File: config.mk
export PLATFORM = sky130hd
export DESIGN_NAME = usr_bus_shifter
export DESIGN_NICKNAME = d
export VERILOG_FILES = /design/src/rtl/usr_pkg.sv /design/src/rtl/usr_next_calc.sv /design/src/rtl/usr_port_gate.sv /design/src/rtl/usr_bus_shifter.sv
export SDC_FILE = /design/constraint.sdc
export NUM_CORES = 1
export LEC_CHECK = 0
export ABC_AREA = 1
export BUFFER_PORTS_ARGS = -buffer_cell sky130_fd_sc_hd__buf_2
export CELL_PAD_IN_SITES_DETAIL_PLACEMENT = 1
export CELL_PAD_IN_SITES_GLOBAL_PLACEMENT = 1
export CORE_UTILIZATION = 30
export DETAILED_ROUTE_END_ITERATION = 8
export PLACE_DENSITY_LB_ADDON = 0.15
export SETUP_SLACK_MARGIN = 0.1
export SLEW_MARGIN = 20
export SYNTH_ARGS = -nofsm -noshare
export SYNTH_HDL_FRONTEND = slang
export SYNTH_SLANG_ARGS = --single-unit
export TNS_END_PERCENT = 50
File: constraint.sdc
create_clock -name clk -period 0.94 [get_ports clk]
set_clock_uncertainty 0.1 [all_clocks]
set_input_delay 0 -clock clk [delete_from_list [all_inputs] [get_ports clk]]
set_output_delay 0 -clock clk [all_outputs]
set_load 0.02 [all_outputs]
File: src/rtl/usr_pkg.sv
package usr_pkg;
  typedef enum logic [1:0] {
    MODE_KEEP = 2'b00,
    MODE_UP   = 2'b01,
    MODE_DOWN = 2'b10,
    MODE_LOAD = 2'b11
  } usr_mode_e;
endpackage

File: src/rtl/usr_next_calc.sv
module usr_next_calc
  import usr_pkg::*;
#(
  parameter int W = 8
) (
  input  logic [W-1:0] cur,
  input  usr_mode_e    mode,
  input  logic         ser_lo,
  input  logic         ser_hi,
  input  logic [W-1:0] par,
  output logic [W-1:0] nxt
);
  logic [W-1:0] up_src;
  logic [W-1:0] dn_src;

  for (genvar i = 0; i < W; i++) begin : g_bit
    if (i == 0) begin : g_lo_end
      assign up_src[i] = ser_lo;
    end else begin : g_lo_mid
      assign up_src[i] = cur[i-1];
    end
    if (i == W-1) begin : g_hi_end
      assign dn_src[i] = ser_hi;
    end else begin : g_hi_mid
      assign dn_src[i] = cur[i+1];
    end
    always_comb begin
      unique case (mode)
        MODE_UP:   nxt[i] = up_src[i];
        MODE_DOWN: nxt[i] = dn_src[i];
        MODE_LOAD: nxt[i] = par[i];
        default:   nxt[i] = cur[i];
      endcase
    end
  end
endmodule

File: src/rtl/usr_port_gate.sv
module usr_port_gate
  import usr_pkg::*;
(
  input  usr_mode_e mode,
  input  logic      dis_a,
  input  logic      dis_b,
  output logic      oe
);
  logic released;
  assign released = dis_a | dis_b | (mode == MODE_LOAD);
  assign oe = ~released;
endmodule

File: src/rtl/usr_bus_shifter.sv
module usr_bus_shifter
  import usr_pkg::*;
#(
  parameter int W = 8
) (
  input  logic         clk,
  input  logic         rst_n,
  input  logic [1:0]   mode_sel,
  input  logic         dis_a,
  input  logic         dis_b,
  input  logic         ser_lo_in,
  input  logic         ser_hi_in,
  input  logic [W-1:0] port_in,
  output logic [W-1:0] port_out,
  output logic         port_oe,
  output logic         end_lo_out,
  output logic         end_hi_out
);
  localparam int TOP = W - 1;

  usr_mode_e    mode;
  logic [W-1:0] state_q;
  logic [W-1:0] state_d;

  assign mode = usr_mode_e'(mode_sel);

  usr_next_calc #(.W(W)) u_next (
    .cur    (state_q),
    .mode   (mode),
    .ser_lo (ser_lo_in),
    .ser_hi (ser_hi_in),
    .par    (port_in),
    .nxt    (state_d)
  );

  usr_port_gate u_gate (
    .mode  (mode),
    .dis_a (dis_a),
    .dis_b (dis_b),
    .oe    (port_oe)
  );

  always_ff @(posedge clk or negedge rst_n) begin
    if (!rst_n) state_q <= '0;
    else        state_q <= state_d;
  end

  assign port_out   = state_q;
  assign end_lo_out = state_q[0];
  assign end_hi_out = state_q[TOP];


  a_r1_keep: assert property (@(posedge clk) disable iff (!rst_n)
    mode_sel == 2'b00 |=> $stable(port_out));

  a_r2_shift_up: assert property (@(posedge clk) disable iff (!rst_n)
    mode_sel == 2'b01 |=> port_out == {$past(port_out[TOP-1:0]), $past(ser_lo_in)});

  a_r3_shift_down: assert property (@(posedge clk) disable iff (!rst_n)
    mode_sel == 2'b10 |=> port_out == {$past(ser_hi_in), $past(port_out[TOP:1])});

  a_r4_load: assert property (@(posedge clk) disable iff (!rst_n)
    mode_sel == 2'b11 |=> port_out == $past(port_in));

  a_r5_load_releases: assert property (@(posedge clk) disable iff (!rst_n)
    mode_sel == 2'b11 |-> !port_oe);

  a_r6_disable_releases: assert property (@(posedge clk) disable iff (!rst_n)
    (dis_a || dis_b) |-> !port_oe);

  always @(posedge clk) begin
    if (!rst_n) begin
      a_r8_reset_clear: assert (port_out == '0);
    end
  end
endmodule

Yosys cells after proc, flatten, opt, wreduce, memory -nomap -nowiden

Index checks and enable logic that the tools add are counted.

Flip-flop bits (word level): 8
Logic and storage cells: 16

Multiplexer cells: 8
Reduce and logical (&&, ||, !) cells: 1
Eq/ne operators: 3
Bitwise gates (word level): 3

Operators with widths:

| kind                 | number |
|---|---|
| $pmux W1 S3          | 8 |
| $eq A2 B2 Y1 const B | 2 |
| $reduce_bool A3 Y1   | 1 |
| $eq A2 B1 Y1 const B | 1 |
| $or A1 B1 Y1         | 2 |
| $not A1 Y1           | 1 |

Longest topological paths before layout

Gate-level depths: netlist of the first run.

Depth after elaboration: 3
Gate-level depth with buffers: 6
Depth with buffers taken out: 5

Cells and area by module

Synthesis of the first run repeated with hierarchy kept, for this count alone.

Cell total of the unflattened synthesis: 61
Area, all modules: 494.2 µm²

By module, submodules not included:

| module          | cells each | instances | seq. area each (µm²) | area an instance (µm²) |
|---|---|---|---|---|
| usr_next_calc   | 47         | 1         | 0.0                  | 264.0 |
| usr_bus_shifter | 10         | 1         | 200.2                | 215.2 |
| usr_port_gate   | 4          | 1         | 0.0                  | 15.0 |

Worst setup path before layout of the first run

Ideal clock, no wire load.

Path kind: reg-to-reg
Start point: register state_q[6], in the netlist port_out[6]
End point: register state_q[7], in the netlist port_out[7]
Slack: 0.008 ns
Library setup time: 0.117 ns
Buffers on the path: 0
Arrival: 0.715 ns
Cell stages (with the launch flop): 5
Path through: dfrtp_1 -> nand2_1 -> nand2_1 -> nor2_1 -> nor2_1

Longest elaborated chain between the ends: 1

RTL lines:

| what                     | line                  | RTL |
|---|---|---|
| start: declaration       | usr_bus_shifter.sv:22 | `logic [W-1:0] state_q;` |
| start signal: assignment | usr_bus_shifter.sv:45 | `else state_q <= state_d;` |
| $pmux W1 S3              | usr_next_calc.sv:28   | `unique case (mode)` |

Every way passes these cells.
A chain may end at the register's enable or synchronous reset.

Worst setup path after layout of the first run

Start point: register state_q[4], in the netlist port_out[4]
End point: output port port_out[4]

RTL lines:

| what             | line                  | RTL |
|---|---|---|
| end: declaration | usr_bus_shifter.sv:14 | `output logic [W-1:0] port_out,` |

No word-level cell between the ends.

==> results of run 1 <==
## layout by cell type, fill, tap and decap left out
cell,n
nand2_1,25
buf_2,15
nand3_2,13
buf_6,11
nand3_1,9
dfrtp_2,8
nand2_2,5
nor2_1,4
clkbuf_4,4
buf_4,3
inv_2,2
inv_1,2
dlygate4sd3_1,2
inv_6,1
o21ai_1,1
nor2_4,1
a21oi_2,1
buf_12,1
## power groups by stage
| stage | registers [µW] | clock network (µW) | logic (µW) |
|---|---|---|---|
| 2_1_floorplan | 527 | 0 | 187 |
| 3_3_place_gp | 468 | 0 | 368 |
| 3_5_place_dp | 472 | 0 | 370 |
| 4_1_cts | 481 | 285 | 475 |
| 5_1_grt | 492 | 310 | 529 |
| 6_report | 485 | 284 | 489 |
## layout make-up
class	instances	area (µm²)
Tap cell	25	31.28
Inverter	5	23.77
Clock buffer	3	22.52
Sequential cell	8	210.2
Multi-Input combinational cell	59	340.3
Fill cell	215	848.3
Timing Repair Buffer	33	269.0
## metal layers
layer / GRT usage (%) / wire, µm / vias to the layer above / part of all wire (%)
met5: 0 / 0 / - / 0
met4: 7.879 / 28 / 0 / 1.6
met3: 3.968 / 78 / 4 / 4.3
met2: 33.62 / 873 / 19 / 49
met1: 26.04 / 816 / 291 / 45
li1: - / - / 313 / -
## through the flow
stage	utilization (%)	total power (µW)	cell area (µm²)
after floorplan	-	713.8	589.3
after global placement	42.15	835.5	735.7
after detailed placement	42.15	841.5	735.7
after CTS	50.11	1242	874.6
after global routing	51.40	1331	897.1
final	51.40	1258	897.1
## cell usage after synthesis, drive strengths merged
cell type	instances
nand2	30
nand3	22
o21ai	1
inv	5
dfrtp	8
buf	5
nor2	5
a21oi	1
## logic make-up after synthesis
family | count (synthesis) | synth area share, %
flops | 8 | 35.48
compound gates | 2 | 2.438
simple gates | 57 | 47.67
buf+inv | 10 | 14.41
## worst paths after layout
check	to	slack (ns)	cells after the start
setup / recovery	port_out[4]	-0.006	1
hold / removal	port_out[0]	-0.04	5
setup reg to reg	port_out[3]	0	4
hold reg to reg	port_out[5]	0.45	2
max in group asynchronous	port_out[2]	0.51	2
min in group asynchronous	port_out[5]	0.03	2
## what timing repair did
| item | in CTS | in global routing |
|---|---|---|
| endpoints found under the hold margin | 12 | 0 |
| setup buffers | 1 | 0 |
| pin swaps | 16 | 12 |
| resized for setup | 26 | 7 |
| endpoints found under the setup margin | 18 | 19 |
| hold buffers | 2 | 0 |
| gates cloned | 0 | 0 |
==> run summary, run 1 <==
The clock transition at the register clock pins on the worst setup and hold paths after CTS was 0.06 ns. Broken down by cell family, the worst path's largest delay share belongs to flip-flops. dfrtp_1 takes more of the synthesized area than any other cell.

Internal portion of total power: 792.0 µW. Net switching is 37.04% of the power. For this run, the detailed router's first-pass iteration total came to 2.

Worst hold path class: input pin to register. Once the floorplan was initialized, standard cells occupied 32.33% of the core. Critical path's slowest cell: dfrtp_2. The run gives 0 as the number of slew-limit violations in the final report.

Launch point of the worst hold path: ser_lo_in. After layout, the worst path uses 100.6% of the clock period. The register with the most flip-flops in the layout has 8 of them. The startpoint identified for the worst register-to-register timing path is port_out[4]. The final worst setup slack was -0.005671 ns; the overall die height was 45.37 µm. The maximum fanout count along the critical path was 4. The worst pin sits at a relative slew slack of 79.83%.

The flow ran to the end, but the final reports show violations. Averaged over all synthesized cells, the footprint is 7.328 µm². The synthesized design contains 8 register bits. The ratio of total power to cell area was 1402 nW/µm². The root buffer cell chosen for the clock tree is clkbuf_4.

The clock network burns 22.6% of the power. The floorplan die width is 45.37 µm. For the leakage dissipation, the log shows 0.0004667 µW.

During synthesis, Yosys emitted a total of 0 warnings. In the post-synthesis netlist, the biggest area contributors are dfrtp_1 (35%), nand2_1 (20%), nand3_1 (16%), nand3_2 (7.1%), buf_6 (4.0%). The tools report the number of antenna diodes as 0. The run gives 133 as the number of standard cells in the final layout excluding fillers.

Setup repair after global routing could not meet its margin everywhere. For the global router's overall resource usage, the log shows 20.35%. The largest single stage delay on the critical path is 0.44 ns. For the final sum of negative setup slack, the log shows -0.005730 ns. The last weighted congestion value of the routability-driven placer is 0.7857. In this run, the number of DRC markers left after iteration 0 of detailed routing was 2.

The number of global-route vias before repair was 643; the number of placed cells counting well taps was 127. For this run, the post-layout net count is 126. Across the run, the number of max-cap violations was 0. Per report_power, the sequential group accounts for 38.6% of the total. The tools report the worst IR drop on VDD as 0.8157 mV. The run gives 1 as the number of H-tree branching levels. The post-route netlist has 60.19% of its cells at a drive strength greater than 1. At the pin with the least slew margin, the transition time is 0.3025 ns. Clock tree synthesis inserted a total of 3 buffers. Combinational power share: 38.8%. The final reports fail on negative hold slack, negative setup slack. Setup violations remaining at the end of the flow were counted as 2. The number of standard cells after synthesis was 77. For the final hold slack, the log shows -0.03815 ns. Sequential elements use 35.48% of the synthesized area. After detailed routing, the average wire length per cell comes to 13.51 µm. Initial antenna violation count: 0. STA puts the critical path data arrival time at 0.85 ns.

Sort of element at the start of the critical path: a register. Dividing the detail-routed via count by the number of cells gives 4.714. For this run, design rule violations remaining after detail routing come to 0. The area growth from synthesis to final layout came out at 58.98%.

STA classifies the critical path endpoint as a primary output. Entering global routing, the biggest net connects 12 pins. The number of port buffers was 26.

The number of rows created at floorplan was 15; the aggregate global routing overflow was 0. The cell area after synthesis was 564.3 µm²; the upper clock frequency limit was 1057 MHz. The number of unique standard cell types used by synthesis came out at 14. The run gives 0.05257 ns as the worst-case setup slack after placement. The logs give 1745 µm² for the area of the core region and 2058 µm² for the die area. The first global-routing pass estimated 2.911 mm of wire.

Detailed placement finished with a half-perimeter wire length of 1.211 mm. For the net count of the mapped netlist, the log shows 93. The critical path goes through buf_6. For the worst-skew pair, the clock arrives at the later sink with an insertion delay of 0.26 ns. The critical path in this run is classified as register to primary output. The antenna violation net count after detailed routing was 0. The start point of the critical path was port_out[4]. Summed over all nets, the switching power comes to 466.0 µW.

After layout, the minimum clock period comes to 0.9457 ns. The area share of the largest cell type after synthesis was 35.48%; the maximum clock insertion buffer count was 2. The final layout contains routed wiring with a total length of 1.797 mm. TritonCTS built the clock tree. Detailed routing inserted a total of 627 vias. The count of buffering cells on the critical path with inverters included was 1. The data required time at the worst endpoint came out at 0.84 ns. For the final hold violation count, the log shows 4.

During I/O placement, the number of pins put on the boundary was 27. The tools report the clock sink count as 8.
Power figures use the tool's default switching activity.
==> run 2: changes to the inputs <==
--- a/config.mk
+++ b/config.mk
@@ -6,11 +6,13 @@
 export NUM_CORES = 1
 export LEC_CHECK = 0
 export ABC_AREA = 1
-export BUFFER_PORTS_ARGS = -buffer_cell sky130_fd_sc_hd__buf_2
+export BUFFER_PORTS_ARGS = -buffer_cell sky130_fd_sc_hd__buf_4
 export CELL_PAD_IN_SITES_DETAIL_PLACEMENT = 1
 export CELL_PAD_IN_SITES_GLOBAL_PLACEMENT = 1
 export CORE_UTILIZATION = 30
+export CTS_CLUSTER_DIAMETER = 40
 export DETAILED_ROUTE_END_ITERATION = 8
+export GPL_TIMING_DRIVEN = 0
 export PLACE_DENSITY_LB_ADDON = 0.15
 export SETUP_SLACK_MARGIN = 0.1
 export SLEW_MARGIN = 20
==> run 2 against run 1 <==
Effect of this change:
- the run still ends with negative hold slack, negative setup slack left
- fmax is 8.1% lower
- setup slack worse by 0.084 ns
- register-to-register slack worse by 0.03 ns
- die area stayed put
- clock-buffer cell count stayed put
- sequential share of layout area is 1.0 points lower
==> run summary, run 2 (same netlist as run 1, synthesis figures left out) <==
The run finished, with violations left. The final reports fail on negative hold slack, negative setup slack. For the number of H-tree branching levels, the log shows 1 (unchanged). Die area: 2058 µm² (unchanged).

The final sum of negative setup slack is -0.2945 ns (-0.2888 ns). The utilization after layout is 53.76% (+2.4 points). The switching power of the nets was 475.8 µW (+2.1%); the initial antenna violation count was 0 (unchanged). The critical path class was register to primary output. The routed length per instance is 14.05 µm (+4.0%), and the via-per-instance ratio is 4.835 (+2.6%). The clock tree root driver cell was clkbuf_4. The worst path arrival time was 0.93 ns (+0.08 ns).

Setup repair after global routing could not meet its margin everywhere. For the count of unresolved DRC violations after routing, the log shows 0 (unchanged). The tools report the critical path capture point type as a primary output. The final net count was 126 (unchanged); the final hold violation count was 11 (+7).

The number of maximum-capacitance violations is 0 (unchanged). The number of slew-limit violations in the final report was 0 (unchanged); the leakage dissipation was 0.0004774 µW (+2.3%). The combinational power share was 40.8% (+2.0 points). The slew at the pin with the worst max-slew slack was 0.2587 ns (-0.04378 ns); the longest individual stage delay on the worst path was 0.43 ns (about the same).

The later-pin clock latency in the skew report is 0.27 ns (about the same). The number of CTS-inserted buffers came out at 3 (unchanged). The run gives 1301 µW (+3.4%) as the total power. The total routed wirelength was 1.869 mm (+4.0%). The proportion of power drawn by flip-flops and latches came out at 37.0% (-1.6 points). The final worst setup slack was -0.08926 ns (-0.08358 ns). The tools report the sort of element at the start of the critical path as a register.

The number of global-route vias before repair came out at 618 (-3.9%). The number of port buffers was 25 (-3.8%); the area growth from synthesis to final layout was 66.30%. The first-pass GRT wire length came out at 2.918 mm (+0.24%).

The pin count of the biggest net entering global routing is 11 (-1). The overall die height was 45.37 µm (unchanged); the final critical-path required period was 1.029 ns (+0.08358 ns). Number of iterations in the first detailed-routing pass: 4 (+2). The final number of setup-violating endpoints is 9 (+7), and the worst-case setup slack after placement is 0.01991 ns (-0.03267 ns).

The number of rows created at floorplan was 15 (unchanged). The tools report the data required time at the worst endpoint as 0.84 ns (about the same). The tools report the count of hold buffers inserted by post-cts repair as 1 (-1). Most common cell after layout, fill and taps aside: nand2_1. The number of flip-flops under the largest register name was 8 (unchanged); the count of fill cells added during filler insertion was 226 (+5.1%). The worst IR drop on VDD was 0.7871 mV (-3.5%); the last weighted congestion value of the routability-driven placer was 0.7290 (-7.2%). The detailed router's first-iteration violation count was 8 (+6); the total via count after detailed routing was 643 (+2.6%). The area of the core region came out at 1745 µm² (unchanged). The switching power share of the total was 36.57% (-0.47 points). Counting stages on the worst path, the most repeated cell is buf_6. Clock transition at the register clock pins on the worst setup and hold paths after CTS: 0.06 ns (about the same). The aggregate global routing overflow was 0 (unchanged); the global router's overall resource usage was 20.17% (-0.18 points). Ratio of total power to cell area: 1386 nW/µm² (-1.1%).

The final hold slack was -0.06052 ns (-0.02237 ns); the number of antenna diodes was 0 (unchanged). The top cell types in the final layout, fill and taps aside, are nand2_1 (26), buf_4 (17), buf_6 (14). The area of all sequential standard cells was 210.2 µm² (unchanged); the upper clock frequency limit was 971.6 MHz (-8.1%). The maximum fanout count along the critical path is 3 (-1).

The maximum clock insertion buffer count was 2 (unchanged); the ratio of final minimum period to clock period was 109.5% (+8.9 points). For the worst slew margin relative to its limit, the log shows 82.71% (+2.9 points). The critical path goes through buf_6 -> buf_6. The I/O pin count was 27 (unchanged). The largest individual stage delay along the critical path comes from the cell dfrtp_2. The clock sink count is 8 (unchanged), and the floorplan die width is 45.37 µm (unchanged). The initial standard-cell utilization of the core was 32.33% (unchanged). The logs give 0 (unchanged) for the antenna violation net count after detailed routing and 1.274 mm (+5.2%) for the half-perimeter wire length of the detailed placement result. The portion of total power attributed to the clock network was 22.2% (-0.4 points); the proportion of layout cells with a drive suffix above 1 was 60.19% (unchanged). The run gives 825.2 µW (+4.2%) as the internal portion of total power.

The path class of the tightest hold or removal check is input pin to register. TritonCTS built the clock tree. Area occupied by multi-input gates: 335.3 µm² (-1.5%).
[run 2: power groups by stage]
stage	logic, µW	clock network, µW	registers [µW]
3_5_place_dp	439	0	478
2_1_floorplan	187	0	527
6_report	531	288	482
3_3_place_gp	430	0	476
4_1_cts	510	295	477
5_1_grt	575	304	488
[run 2: what timing repair did]
action,4_1_cts,5_1_grt
buffers inserted,2,0
setup endpoints to repair,18,18
pin swaps,11,10
endpoints found under the hold margin,15,7
resized for setup,11,11
[run 2: worst max-delay path, delay by kind of cell, from the launching register on]
kind | cells | cell delay, ns
flops | 1 | 0.43
buf+inv | 2 | 0.24
[run 2: per-layer routing]
metal | GRT usage [%] | share of wire (%) | up-vias
met1 | 25.74 | 42 | 308
li1 | - | - | 312
met5 | 0 | 0 | -
met3 | 3.968 | 5.6 | 4
met2 | 32.75 | 51 | 19
met4 | 9.091 | 1.2 | 0
[run 2: final timing paths]
kind | from | endpoint | slack [ns] | cells after the start
min in group asynchronous | rst_n | port_out[1] | -0.01 | 2
max in group asynchronous | rst_n | port_out[4] | 0.59 | 2
min reg2reg | port_out[5] | port_out[5] | 0.45 | 2
max | port_out[7] | port_out[7] | -0.09 | 2
max reg2reg | port_out[0] | port_out[1] | -0.03 | 5
min | mode_sel[0] | port_out[0] | -0.06 | 4
[run 2: final cells by class]
| type | instances | share of cell area, % |
|---|---|---|
| plain buffers | 5 | 6.933 |
| clock buffers | 3 | 2.400 |
| inverters | 5 | 2.533 |
| multi-input cells | 59 | 35.73 |
| flip-flops and latches | 8 | 22.40 |
| well taps | 25 | 3.333 |
| repair buffers | 28 | 26.67 |
[run 2: metrics by stage]
stage / cell area, µm² / std cells
floorplan: 589.3 / 77
global placement: 808.3 / 127
detailed placement: 808.3 / 127
CTS: 898.4 / 133
global route: 938.4 / 133
finish: 938.4 / 133
